--- config.mk ---
export PLATFORM = sky130hd
export DESIGN_NAME = ir_biphase_rx
export DESIGN_NICKNAME = d
export VERILOG_FILES = /design/src/rtl/ir_rx_pkg.sv /design/src/rtl/ir_line_sync.sv /design/src/rtl/ir_cell_timer.sv /design/src/rtl/ir_frame_ctrl.sv /design/src/rtl/ir_biphase_rx.sv
export SDC_FILE = /design/constraint.sdc
export NUM_CORES = 1
export LEC_CHECK = 0
export BUFFER_PORTS_ARGS = -buffer_cell sky130_fd_sc_hd__buf_2
export CAP_MARGIN = 20
export CORE_ASPECT_RATIO = 1.4
export CORE_MARGIN = 2
export CORE_UTILIZATION = 56
export CTS_CLUSTER_SIZE = 28
export DETAILED_ROUTE_END_ITERATION = 10
export MAX_ROUTING_LAYER = met4
export PLACE_DENSITY_LB_ADDON = 0.3
export SETUP_SLACK_MARGIN = 0.15
export SYNTH_ARGS = -nofsm -noshare
export SYNTH_HDL_FRONTEND = slang
export SYNTH_SLANG_ARGS = --single-unit
--- constraint.sdc ---
create_clock -name clk -period 5.1 [get_ports clk]
set_input_delay 0.51 -clock clk [delete_from_list [all_inputs] [get_ports clk]]
set_output_delay 0.51 -clock clk [all_outputs]
set_load 0.01 [all_outputs]
--- src/rtl/ir_rx_pkg.sv ---
package ir_rx_pkg;

    // Number of cells in one biphase frame (protocol constant)
    localparam int FRAME_BITS = 14;

    typedef enum logic [2:0] {
        ST_ARM,     // wait for the line to be high
        ST_IDLE,    // armed, wait for the starting falling edge
        ST_SAMPLE,  // wait for the quarter-cell sample point
        ST_EDGE,    // wait for the mid-cell edge or time out
        ST_DONE     // all samples taken
    } rx_state_e;

    typedef struct packed {
        logic [6:0] cmd;
        logic [4:0] addr;
        logic       tog;
    } ir_frame_t;

    // Samples enter at bit 0 and move up: bit 13 holds the second start
    // bit, bit 0 the discarded trailing sample.
    function automatic ir_frame_t unpack_frame(input logic [FRAME_BITS-1:0] sh);
        ir_frame_t f;
        f.cmd  = {~sh[13], sh[6:1]};
        f.tog  = sh[12];
        f.addr = sh[11:7];
        return f;
    endfunction

endpackage

--- src/rtl/ir_line_sync.sv ---
module ir_line_sync #(
    parameter int SYNC_STAGES = 2
) (
    input  logic clk,
    input  logic rst,
    input  logic line_i,
    output logic level_o,
    output logic fall_o,
    output logic edge_o
);
    logic [SYNC_STAGES-1:0] sync_q;
    logic                   prev_q;

    // Reset to low so a high line out of reset looks like a rise, not a fall
    always_ff @(posedge clk) begin
        if (rst) begin
            sync_q <= '0;
            prev_q <= 1'b0;
        end else begin
            sync_q <= {sync_q[SYNC_STAGES-2:0], line_i};
            prev_q <= sync_q[SYNC_STAGES-1];
        end
    end

    assign level_o = sync_q[SYNC_STAGES-1];
    assign fall_o  = prev_q & ~level_o;
    assign edge_o  = prev_q ^ level_o;

endmodule

--- src/rtl/ir_cell_timer.sv ---
module ir_cell_timer #(
    parameter int NOM_TICKS = 1778,
    parameter int W         = 13
) (
    input  logic clk,
    input  logic rst,
    input  logic tick_i,
    input  logic load_nom_i,
    input  logic capture_i,
    output logic at_sample_o,
    output logic at_timeout_o
);
    logic [W-1:0] cnt_q;
    logic [W-1:0] per_q;
    logic [W:0]   samp_pt;
    logic [W:0]   tmo_pt;
    logic         restart;

    assign restart = load_nom_i | capture_i;

    // three quarters and five quarters of the current estimate
    assign samp_pt = {1'b0, per_q >> 1} + {1'b0, per_q >> 2};
    assign tmo_pt  = {1'b0, per_q} + {1'b0, per_q >> 2};

    assign at_sample_o  = {1'b0, cnt_q} >= samp_pt;
    assign at_timeout_o = {1'b0, cnt_q} >= tmo_pt;

    always_ff @(posedge clk) begin
        if (rst) begin
            cnt_q <= '0;
            per_q <= W'(NOM_TICKS);
        end else begin
            if (restart)
                cnt_q <= '0;
            else if (tick_i && !(&cnt_q))
                cnt_q <= cnt_q + 1'b1;

            if (load_nom_i)
                per_q <= W'(NOM_TICKS);
            else if (capture_i)
                per_q <= (&cnt_q) ? cnt_q : cnt_q + 1'b1;
        end
    end

    assert_restart_clears_R3: assert property (@(posedge clk) disable iff (rst)
        restart |=> (cnt_q == '0));

    assert_start_nominal_R2: assert property (@(posedge clk) disable iff (rst)
        load_nom_i |=> (per_q == W'(NOM_TICKS)));

    assert_counts_ticks_only_R2: assert property (@(posedge clk) disable iff (rst)
        (!restart && !tick_i) |=> $stable(cnt_q));

endmodule

--- src/rtl/ir_frame_ctrl.sv ---
module ir_frame_ctrl
    import ir_rx_pkg::*;
(
    input  logic                  clk,
    input  logic                  rst,
    input  logic                  level_i,
    input  logic                  fall_i,
    input  logic                  edge_i,
    input  logic                  at_sample_i,
    input  logic                  at_timeout_i,
    output logic                  load_nom_o,
    output logic                  capture_o,
    output logic                  done_o,
    output logic                  abort_o,
    output logic [FRAME_BITS-1:0] shreg_o
);
    localparam int CNT_W = $clog2(FRAME_BITS + 1);

    rx_state_e             state_q, state_d;
    logic [CNT_W-1:0]      nsamp_q;
    logic [FRAME_BITS-1:0] sh_q;
    logic                  take;
    logic                  last;

    assign take = (state_q == ST_SAMPLE) && at_sample_i;
    assign last = (nsamp_q == CNT_W'(FRAME_BITS - 1));

    always_comb begin
        state_d    = state_q;
        load_nom_o = 1'b0;
        capture_o  = 1'b0;
        abort_o    = 1'b0;
        unique case (state_q)
            ST_ARM:    if (level_i) state_d = ST_IDLE;
            ST_IDLE: begin
                if (fall_i) begin
                    load_nom_o = 1'b1;
                    state_d    = ST_SAMPLE;
                end
            end
            ST_SAMPLE: if (take) state_d = last ? ST_DONE : ST_EDGE;
            ST_EDGE: begin
                if (edge_i) begin
                    capture_o = 1'b1;
                    state_d   = ST_SAMPLE;
                end else if (at_timeout_i) begin
                    abort_o = 1'b1;
                    state_d = ST_ARM;
                end
            end
            ST_DONE:   state_d = ST_ARM;
            default:   state_d = ST_ARM;
        endcase
    end

    always_ff @(posedge clk) begin
        if (rst) begin
            state_q <= ST_ARM;
            nsamp_q <= '0;
            sh_q    <= '0;
        end else begin
            state_q <= state_d;
            if (load_nom_o) begin
                nsamp_q <= '0;
            end else if (take) begin
                nsamp_q <= nsamp_q + 1'b1;
                sh_q    <= {sh_q[FRAME_BITS-2:0], level_i};
            end
        end
    end

    assign done_o  = (state_q == ST_DONE);
    assign shreg_o = sh_q;

    assert_armed_needs_high_R1: assert property (@(posedge clk) disable iff (rst)
        ((state_q == ST_IDLE) && !level_i) |-> fall_i);

    assert_full_sample_count_R5: assert property (@(posedge clk) disable iff (rst)
        done_o |-> (nsamp_q == CNT_W'(FRAME_BITS)));

    assert_no_sample_overrun_R5: assert property (@(posedge clk) disable iff (rst)
        nsamp_q <= CNT_W'(FRAME_BITS));

endmodule

--- src/rtl/ir_biphase_rx.sv ---
module ir_biphase_rx
    import ir_rx_pkg::*;
#(
    parameter int NOM_TICKS   = 1778,
    parameter int SYNC_STAGES = 2
) (
    input  logic       clk,
    input  logic       rst,
    input  logic       tick_en,
    input  logic       ir_line,
    output logic [6:0] cmd_o,
    output logic [4:0] addr_o,
    output logic       toggle_o,
    output logic       valid_o,
    output logic       is_new_o,
    output logic       err_o
);
    localparam int TIMER_W = $clog2(NOM_TICKS) + 2;

    logic                  level, fall, any_edge;
    logic                  at_sample, at_timeout;
    logic                  load_nom, capture, done, abort;
    logic [FRAME_BITS-1:0] shreg;
    ir_frame_t             decoded, frame_q;
    logic                  valid_q, err_q, new_q, stored_q, seen_q;

    ir_line_sync #(.SYNC_STAGES(SYNC_STAGES)) i_sync (
        .clk(clk), .rst(rst), .line_i(ir_line),
        .level_o(level), .fall_o(fall), .edge_o(any_edge)
    );

    ir_cell_timer #(.NOM_TICKS(NOM_TICKS), .W(TIMER_W)) i_timer (
        .clk(clk), .rst(rst), .tick_i(tick_en),
        .load_nom_i(load_nom), .capture_i(capture),
        .at_sample_o(at_sample), .at_timeout_o(at_timeout)
    );

    ir_frame_ctrl i_ctrl (
        .clk(clk), .rst(rst), .level_i(level), .fall_i(fall), .edge_i(any_edge),
        .at_sample_i(at_sample), .at_timeout_i(at_timeout),
        .load_nom_o(load_nom), .capture_o(capture),
        .done_o(done), .abort_o(abort), .shreg_o(shreg)
    );

    assign decoded = unpack_frame(shreg);

    always_ff @(posedge clk) begin
        if (rst) begin
            frame_q  <= '0;
            valid_q  <= 1'b0;
            err_q    <= 1'b0;
            new_q    <= 1'b0;
            stored_q <= 1'b0;
            seen_q   <= 1'b0;
        end else begin
            valid_q <= done;
            err_q   <= abort;
            if (done) begin
                frame_q  <= decoded;
                new_q    <= !seen_q || (decoded.tog != stored_q);
                stored_q <= decoded.tog;
                seen_q   <= 1'b1;
            end
        end
    end

    assign cmd_o    = frame_q.cmd;
    assign addr_o   = frame_q.addr;
    assign toggle_o = frame_q.tog;
    assign valid_o  = valid_q;
    assign is_new_o = new_q;
    assign err_o    = err_q;

    assert_valid_single_R6: assert property (@(posedge clk) disable iff (rst)
        valid_o |=> !valid_o);

    assert_fields_hold_R6: assert property (@(posedge clk) disable iff (rst)
        !valid_o |-> ($stable(cmd_o) && $stable(addr_o) && $stable(toggle_o) && $stable(is_new_o)));

    assert_err_excludes_valid_R4: assert property (@(posedge clk) disable iff (rst)
        !(err_o && valid_o));

    assert_toggle_memory_R7: assert property (@(posedge clk) disable iff (rst)
        valid_o |-> (stored_q == toggle_o));

endmodule

==> impl_metrics.toml <==
[timing]
hold_viol_final = 0
final-setup-viol-count = 0
slew_violations = 0
finalClockSkew_ps = 10.3
final.setup.tns_ps = 0
fin_crit_ps = 4160
rsz0062_at_grt = "no"
max_freq_ghz = 0.240
relSlewSlack_pct = 43.4
period_share_pct = 81.6
tightest_slew_ps = 827

[layout]
area_growth_pct = 8.44
drive_gt1_share_pct = 8.94
antenna_cells = 0
fin_nets = 602
final_cells = 648

[placed_design]
place_congestion = 0.962
numPortBuffers = 19
dpl.hpwl_um = 7420
dp_cells = 632

[critical_path]
required_ps = 5360
cp-end-kind = "flip-flop"
critPathArrivalTime_ps = 4430
critPathLaunchType = "flip-flop"
worstPathMaxFanout = 16
crit_type = "reg2reg"

[drt]
vias = 3797
drtPass1Iterations = 4
ant_nets = 0
wirelength_um = 9830
drt-wirelength-per-cell_um = 15.2
vias_per_cell = 5.86
drtIter0Drc = 149
drc = 0

[synthesis]
synth.most_common_cell = "dfxtp_1"
synth_mux_area_share_pct = 0.230
ys_top_cells_by_count = "dfxtp_1, a21oi_1, ha_1, nand2_1, nor2_1"
netlist.top_cell.by_area = "dfxtp_1"
ys_warn_count = 0
synth_top_area_share_pct = 30.9
ys_ff_latch = 67
async_reset_ff_share_pct = 0
synth-adder-area-share_pct = 16.2
synth_edf_count = 0
yosysUniqueCellTypes = 56
ys.flop_type = "dfxtp_1"
ys_top_cells_by_area = "dfxtp_1, ha_1, a21oi_1"
syn-cell-area_mm2 = 0.00435
synth_xor_area_share_pct = 7.86
synth-simple-area-share_pct = 21.1
synth_top_family_by_area = "simple AND/OR/NAND/NOR gates"
ys_seq_area_share_pct = 30.9
syn-instance-count = 530
synth-compound-area-share_pct = 20.2
syn_area_per_cell_um2 = 8.20
syn-num-nets = 589

[cts]
clk_pin_slew_ps = 80
clock_sink_count = 67
htree_levels = 3
post_cts_resized = 0
numCtsBuffers = 9
cts_tree = "yes"
insertion_delay_ps = 360
cts_hold_buf = 0
cts_setup_buffers = 0
cts_root_buffer = "clkbuf_8"
clockBufferDepth = 2

[global_route]
grt_max_degree = 42
grt_pass1_wl_um = 16000
overflow = 0
antenna_found_initial = 0
grt_pass1_vias = 3641
grt_usage_pct = 24.9

[worst_hold_path]
min_path_type = "in2reg"

[floorplan]
initial_core_util_pct = 56.8
die_w_um = 78.5
pin_count = 20
core_area_mm2 = 0.00765
die_h_um = 108
die-area_mm2 = 0.00849
row_count = 38

[run]
maxCapViolCount = 0

[power]
ir_drop_uv = 159
finalPower_w = 0.00106
powerDensity_mw_per_mm2 = 226
power_leakage_nw = 1.83

[run_status]
status = "finished, final reports clean"
## path summary, 6_finish.rpt
check	from	end	slack [ps]	depth (start not counted)
worst min register to register	i_sync.sync_q[0]$_SDFF_PP0_	i_sync.sync_q[1]$_SDFF_PP0_	440	1
worst max-delay path	i_timer.per_q[2]$_SDFFE_PP0P_	i_ctrl.nsamp_q[1]$_SDFFE_PP0P_	940	14
worst min-delay path	ir_line	i_sync.sync_q[0]$_SDFF_PP0_	360	2
worst max register to register	i_timer.per_q[2]$_SDFFE_PP0P_	i_ctrl.nsamp_q[1]$_SDFFE_PP0P_	940	14
## sequential cells by signal (all words and copies together) (netlist names)
register,count
i_sync.sync_q,2
i_ctrl.nsamp_q,4
stored_q,1
addr_o,5
cmd_o,7
i_ctrl.state_q,3
valid_o,1
seen_q,1
i_ctrl.shreg_o,14
i_sync.prev_q,1
i_timer.per_q,13
i_timer.cnt_q,13
err_o,1
is_new_o,1
## metal layers
layer,vias to the layer above,GRT usage (%),wire (um)
li1,1927,-,-
met1,1761,25.1,3830
met2,84,46.0,5330
met3,25,4.26,380
met4,0,12.3,280
met5,-,-,0
## placed cells by master (no fill, tap or decap), types with 18 or more instances in the layout
master / synthesis / routed
ha_1: 53 / 53
xor2_1: 18 / 18
dfxtp_1: 67 / 67
o21ai_0: 31 / 31
a21oi_1: 63 / 63
nand3_1: 24 / 24
xnor2_1: 21 / 21
buf_2: 1 / 19
nand2_1: 52 / 52
nor2_1: 49 / 49
## report_power, final
| group | internal, W | switching [W] | total (W) |
|---|---|---|---|
| clock | 0.000288 | 0.000214 | 0.000502 |
| sequential | 0.000526 | 0.00000420 | 0.000530 |
| combinational | 0.0000102 | 0.0000215 | 0.0000317 |
| total | 0.000824 | 0.000240 | 0.00106 |
## cells by family after synthesis
family | count (synthesis)
flops | 67
xor+xnor | 39
simple gates | 188
compound gates | 145
buf+inv | 35
fa+ha+maj | 55
mux | 1
## critical path: stages, from the launching register on
cell and delay (ps):
dfxtp_1 390, ha_1 240, fa_1 420, a21o_1 170
a21oi_1 210, o21bai_1 110, nand2_1 130, a21oi_1 110
o311ai_0 350, ha_1 340, a2111oi_2 320, nand2_1 90
o22ai_1 260, nand3_1 490, a311oi_1 420
## metrics by stage
step                area (um^2)  utilization, %  setup slack (ps)  hold WS, ps
floorplan                  4350               -              1570          414
CTS                        4710            61.6               961          363
global route               4710            61.6               648          357
global placement           4490            58.6              1150          425
finish                     4710            61.6               937          356
detailed placement         4490            58.6               984          438
## area by class of cell
class | count | area, um^2
Tap cell | 100 | 125
Timing Repair Buffer | 20 | 103
Inverter | 17 | 63.8
Sequential cell | 67 | 1340
Clock inverter | 6 | 88.8
Clock buffer | 10 | 138
Multi-Input combinational cell | 428 | 2850
Fill cell | 677 | 2940
(Power assumes the default switching activity.)
